`config.mk`:
```
export PLATFORM = sky130hd
export DESIGN_NAME = gray_pair_counter
export DESIGN_NICKNAME = d
export VERILOG_FILES = /design/src/rtl/gray_pair_pkg.sv /design/src/rtl/gray_bin_count.sv /design/src/rtl/gray_code_reg.sv /design/src/rtl/gray_fold.sv /design/src/rtl/gray_pair_counter.sv
export SDC_FILE = /design/constraint.sdc
export NUM_CORES = 1
export LEC_CHECK = 0
export BUFFER_PORTS_ARGS = -buffer_cell sky130_fd_sc_hd__buf_2
export CORE_AREA = 2 2 39 41
export DETAILED_ROUTE_END_ITERATION = 8
export DIE_AREA = 0 0 41 43
export PLACE_DENSITY = 0.42
export SLEW_MARGIN = 20
export SYNTH_ARGS = -nofsm -noshare
export SYNTH_HDL_FRONTEND = slang
export SYNTH_SLANG_ARGS = --single-unit
```
`constraint.sdc`:
```
create_clock -name clk -period 2.5 [get_ports clk]
set_input_delay 0.5 -clock clk [delete_from_list [all_inputs] [get_ports clk]]
set_output_delay 0.5 -clock clk [all_outputs]
set_load 0.01 [all_outputs]
```
`src/rtl/gray_pair_pkg.sv`:
```
// Package: gray_pair_pkg
// Shared helpers for the dual-width Gray counter.
// Assumes vectors no wider than 32 bits.
package gray_pair_pkg;

    // Reflected binary-to-Gray conversion on a 32-bit container.
    function automatic logic [31:0] bin_to_gray(input logic [31:0] bin);
        return bin ^ (bin >> 1);
    endfunction

endpackage

```
`src/rtl/gray_bin_count.sv`:
```
// Module: gray_bin_count
// Holds the binary count and supplies the value it takes at the next edge.
// Assumes a synchronous active-low reset; the count wraps modulo 2**W.
module gray_bin_count #(
    parameter int W = 4
) (
    input  logic         clk,
    input  logic         rst_n,
    input  logic         inc_en,
    output logic [W-1:0] count_nxt
);
    logic [W-1:0] count_q;

    // Next count: current plus one when enabled, zero under reset.
    always_comb begin
        if (!rst_n) count_nxt = '0;
        else        count_nxt = count_q + W'(inc_en);
    end

    // State register for the binary count.
    always_ff @(posedge clk) begin
        count_q <= count_nxt;
    end
endmodule

```
`src/rtl/gray_code_reg.sv`:
```
// Module: gray_code_reg
// Encodes the next binary count as reflected Gray and registers it.
// Assumes the binary input already reflects reset, so the register
// and the count stay aligned.
module gray_code_reg
    import gray_pair_pkg::*;
#(
    parameter int W = 4
) (
    input  logic         clk,
    input  logic [W-1:0] bin_nxt,
    output logic [W-1:0] gray_nxt,
    output logic [W-1:0] gray_q
);
    logic [31:0] wide_gray;

    // Combinational encode of the next count.
    always_comb begin
        wide_gray = bin_to_gray(32'(bin_nxt));
        gray_nxt  = wide_gray[W-1:0];
    end

    // Output register for the wide Gray code.
    always_ff @(posedge clk) begin
        gray_q <= gray_nxt;
    end
endmodule

```
`src/rtl/gray_fold.sv`:
```
// Module: gray_fold
// Folds a W-bit reflected Gray code into a (W-1)-bit Gray code that
// counts the low half of the sequence.
// Assumes W >= 3, so a pass-through field of at least one bit exists.
module gray_fold #(
    parameter int W = 4
) (
    input  logic [W-1:0] gray_in,
    output logic [W-2:0] gray_fold_out
);
    localparam int PASS_W = W - 2;

    // Invert the second bit in the upper half; the lower bits pass through.
    always_comb begin
        gray_fold_out[W-2]        = gray_in[W-2] ^ gray_in[W-1];
        gray_fold_out[PASS_W-1:0] = gray_in[PASS_W-1:0];
    end
endmodule

```
`src/rtl/gray_pair_counter.sv`:
```
// Module: gray_pair_counter (top)
// One count register with two registered Gray views: the full CNT_W-bit
// code and a folded (CNT_W-1)-bit code for addressing. The wrap flag is
// the wide MSB.
// Assumes CNT_W >= 3 and a synchronous active-low reset.
module gray_pair_counter #(
    parameter int CNT_W = 4
) (
    input  logic               clk,
    input  logic               rst_n,
    input  logic               inc_en,
    output logic [CNT_W-1:0]   gray_o,
    output logic [CNT_W-2:0]   addr_gray_o,
    output logic               wrap_o
);
    localparam int ADDR_W = CNT_W - 1;

    logic [CNT_W-1:0]  bin_nxt;
    logic [CNT_W-1:0]  gray_nxt;
    logic [ADDR_W-1:0] addr_nxt;
    logic [ADDR_W-1:0] addr_q;

    gray_bin_count #(.W(CNT_W)) u_count (
        .clk       (clk),
        .rst_n     (rst_n),
        .inc_en    (inc_en),
        .count_nxt (bin_nxt)
    );

    gray_code_reg #(.W(CNT_W)) u_gray (
        .clk      (clk),
        .bin_nxt  (bin_nxt),
        .gray_nxt (gray_nxt),
        .gray_q   (gray_o)
    );

    gray_fold #(.W(CNT_W)) u_fold (
        .gray_in       (gray_nxt),
        .gray_fold_out (addr_nxt)
    );

    // Output register for the folded address code.
    always_ff @(posedge clk) begin
        addr_q <= addr_nxt;
    end

    assign addr_gray_o = addr_q;
    assign wrap_o      = gray_o[CNT_W-1];
endmodule

```
### Word-level counts from Yosys, hierarchy flattened

Cells that the tools add are included.

| word-level totals | value |
|---|---|
| register bits | 11 |
| latch bits | 0 |
| memory bits (writable) | 0 |
| ROM bits | 0 |
| output and inout bits | 8 |
| logic and storage cells | 7 |
| memories kept | 0 |

| operators by class | value |
|---|---|
| $add $sub $neg | 1 |
| multipliers | 0 |
| div/mod/pow operators | 0 |
| $lt $le $gt $ge | 0 |
| equal/unequal tests | 0 |
| shifts and indexed selects | 0 |
| multiplexer cells | 1 |
| bitwise operators | 2 |
| reductions and logical operators | 0 |

Operators with widths:

| operator | count |
|---|---|
| $add 4x1->4 | 1 |
| $mux 4 | 1 |
| $xor 4x3->4 | 1 |
| $xor 1x1->1 | 1 |

### Longest topological paths before layout

| depth | value |
|---|---|
| word-level depth | 4 |
| mapped depth | 5 |
| depth with buffers taken out | 5 |

### Cells and area by module

A second synthesis with hierarchy kept.

| second synthesis, totals | value |
|---|---|
| cells, all modules | 29 |
| area total of the unflattened synthesis | 362.8 um^2 |

By module, submodules not included:

| module | instances | cells each | area an instance (um^2) |
|---|---|---|---|
| gray_bin_count | 1 | 14 | 157.7 |
| gray_code_reg | 1 | 8 | 113.9 |
| gray_pair_counter | 1 | 4 | 67.6 |
| gray_fold | 1 | 3 | 23.8 |

### Worst setup path after synthesis

Ideal clock, no wire load.

| path | value |
|---|---|
| path kind | input-to-reg |
| start point | input inc_en |
| end point | register u_gray.gray_q[1] |
| library setup time | 115 ps |
| arrival | 1349 ps |
| slack | 1036 ps |
| cell stages on the path | 5 |
| buffers on the path | 0 |
| path through | ha_1 > ha_1 > xor2_1 > xor2_1 > and2_1 |

| between the ends | value |
|---|---|
| word-level cells in the longest chain between the ends | 3 |

Ends and longest elaborated chain:

| what | RTL line | text |
|---|---|---|
| start, declared | gray_pair_counter.sv:11 | `input logic inc_en,` |
| $add 4x1->4 | gray_bin_count.sv:17 | `else count_nxt = count_q + W'(inc_en);` |
| $mux 4 | gray_bin_count.sv:16 | `if (!rst_n) count_nxt = '0;` |
| $xor 4x3->4 | gray_pair_pkg.sv:8 | `return bin ^ (bin >> 1);` |
| named net addr_nxt[1] | gray_pair_counter.sv:20 | `logic [ADDR_W-1:0] addr_nxt;` |
| end signal, assigned | gray_code_reg.sv:25 | `gray_q <= gray_nxt;` |
| end, declared | gray_code_reg.sv:13 | `output logic [W-1:0] gray_q` |

The timed path passes the listed nets, and every way through them passes these cells.

### Worst setup path after layout

Ends and elaborated chain as after synthesis.

==> flow_summary_export.csv <==
group,metric,value,unit
sta,fin_crit_sh,53.4,%
floorplan,coreArea,1380,um2
sta,tightest_slew,0.182,ns
power,pwr-share-clk,39.4,%
placement,gp_congestion,0.637,
sta,fin_setup_tns,0,ns
clocking,cts_made_buffers,3,
power,switchingPower,0.0000633,W
yosys,yosysSeqAreaShare,45.9,%
grt,antenna_found_initial,0,
setup_path,critPathKind,"input pin to flop",
sta,rsz0062_at_grt,"no",
final_layout,syn2layout_area_growth,21.7,%
yosys,synth.top_cell.area_share,45.9,%
clocking,postCtsHoldBufs,0,
floorplan,die_y,43,um
placement,io_buffers,10,
clocking,cts_tree,"done",
yosys,syn_inst,29,
floorplan,initial_core_util,22.1,%
yosys,syn-cell-area,305,um2
grt,track_usage,6.04,%
routing,drtIter0Drc,1,
power,pwr-share-comb,13.4,%
sta,slew_headroom,87.9,%
routing,vias,201,
routing,drtPass1Iterations,2,
grt,grt-ovfl-total,0,
yosys,yosysMostFrequentCell,"dfxtp_1",
power,power_per_cell_area,706,nW/um2
flow_run,max_cap_violations,0,
power,p_int,0.000199,W
sta,setup_violations,0,
setup_path,path_max_fanout,3,
grt,grt_pass1_vias,165,
power,leakage,0.204,nW
routing,drc,0,
yosys,synth_common_cells,"dfxtp_1 (7), and2_1 (5), buf_4 (4), xor2_1 (4)",
routing,ant_nets,0,
setup_path,required,2.65,ns
setup_path,end_kind,"flop",
clocking,post_cts_buffers,0,
clocking,post_cts_resized,0,
floorplan,rows,14,
final_layout,drive_gt1_share,35.9,%
setup_path,arrival,1.48,ns
clocking,clock_path_buffers,2,
final_layout,num_antenna_cells,0,
setup_path,critPathSlowestCell,"ha_1",
yosys,synth_edf_count,0,
outcome,outcome,"finished, final reports clean",
yosys,syn_nets,34,
final_layout,nets,45,
yosys,synth-main-ff-cell,"dfxtp_1",
grt,grt_max_degree,8,
yosys,yosys_warnings,0,
routing,viasPerCell,3.65,
setup_path,path_cells,"buf_2 > ha_1 > ha_1 > xor2_1 > xor2_1 > and2_1",
clocking,cts_sinks,7,
yosys,yosys.area.top_type,"dfxtp_1",
routing,drt-total-wl,423,um
sta,clock.fmax,749,MHz
yosys,syn_avg_cell_area,10.5,um2
yosys,synthArstFlopShare,0,%
clocking,clock_latency,0.25,ns
clocking,cts-root-buf,"clkbuf_4",
sta,worst_hold_slack,0.529,ns
sta,fin_worst_skew,0.000928,ns
yosys,synth-seq-cells,7,
yosys,synth_area_leaders,"dfxtp_1 (46%), xor2_1 (11%), and2_1 (10%)",
power,p_sw_share,24.1,%
grt,grt_pass1_wl,634,um
yosys,synthDistinctLibCells,11,
worst_hold_path,hp-class,"input pin to flop",
floorplan,die_area,1760,um2
floorplan,die_x,41,um
power,ir_worst_vdd,0.216,mV
routing,wl_per_cell,7.69,um
sta,min_period,1.34,ns
clocking,clk_pin_slew,0.05,ns
floorplan,io_pins,11,
clocking,h-tree-depth,1,
sta,hold_viol_final,0,
setup_path,start_kind,"input pin",
power,p_seq_share,47.2,%
sta,maxSlewViolCount,0,
setup_path,slowest_delay,0.22,ns
[final cells by class]
cell class / instances / area [um2]
Sequential cell: 7 / 140
Timing Repair Buffer: 10 / 50.0
Multi-Input combinational cell: 18 / 135
Clock buffer: 4 / 26.3
Tap cell: 16 / 20.0
Fill cell: 152 / 1010
[stage by stage]
step	std cells	cell area (um2)	utilization (%)	setup WS (ns)	power (W)
3_5_place_dp	51	345	25.0	0.892	0.000163
2_1_floorplan	29	305	-	1.04	0.000155
3_3_place_gp	51	345	25.0	0.892	0.000162
6_report	55	372	26.9	1.16	0.000262
5_1_grt	55	372	26.9	1.09	0.000279
4_1_cts	55	372	26.9	1.17	0.000270
[kinds of logic (layout without fill, tap and decap cells)]
family	after synthesis	after routing	share of synthesized area, %
adder cells (fa/ha/maj)	2	2	8.20
XOR/XNOR	5	5	14.3
AND/OR/NAND/NOR	10	10	20.1
AO/OA/AOI/OAI	1	1	1.64
buffers and inverters	4	14	9.84
flip-flops	7	7	45.9
[path summary, 6_finish.rpt]
| kind | start | endpoint | slack (ns) | cells after the start |
|---|---|---|---|---|
| worst max-delay path | inc_en | u_gray.gray_q[1] | 1.16 | 6 |
| worst min-delay path | rst_n | u_gray.gray_q[1] | 0.53 | 2 |
| worst max register to register | u_count.count_q[0] | u_gray.gray_q[1] | 1.23 | 5 |
| worst min register to register | addr_gray_o[2] | u_gray.gray_q[2] | 0.58 | 2 |
[cell usage in the layout (no fill, tap or decap)]
cell and instances:
a21oi_1 1, clkbuf_1 1, buf_2 10, ha_1 2, dfxtp_1 7, nand2_1 1
xnor2_1 1, clkbuf_4 3, and2_2 1, nand3_1 2, and3b_1 1, and2_1 5
xor2_1 4
[state kept, by name, indices dropped and copies added (netlist names)]
name             flops
addr_gray_o          1
u_count.count_q      3
u_gray.gray_q        3
[power groups by stage]
| stage | logic, W | clock network (W) | registers, W |
|---|---|---|---|
| after floorplan | 0.0000262 | 0 | 0.000129 |
| after global placement | 0.0000367 | 0 | 0.000126 |
| after detailed placement | 0.0000361 | 0 | 0.000126 |
| after CTS | 0.0000362 | 0.000110 | 0.000124 |
| after global routing | 0.0000405 | 0.000114 | 0.000124 |
| final | 0.0000351 | 0.000103 | 0.000124 |
[routing by layer]
metal / vias to the layer above / GRT usage (%) / share of wire (%)
met5: - / 0 / 0
met4: 0 / 8.00 / 0.95
met3: 2 / 3.14 / 10
met2: 7 / 5.94 / 43
met1: 82 / 7.44 / 45
li1: 110 / - / -
[critical path: cells and delay by family]
family	cells	cell delay, ns
fa+ha+maj	2	0.43
xor+xnor	2	0.30
simple gates	1	0.15
buf+inv	1	0.10
No activity file was read; power rests on OpenSTA's default activity.
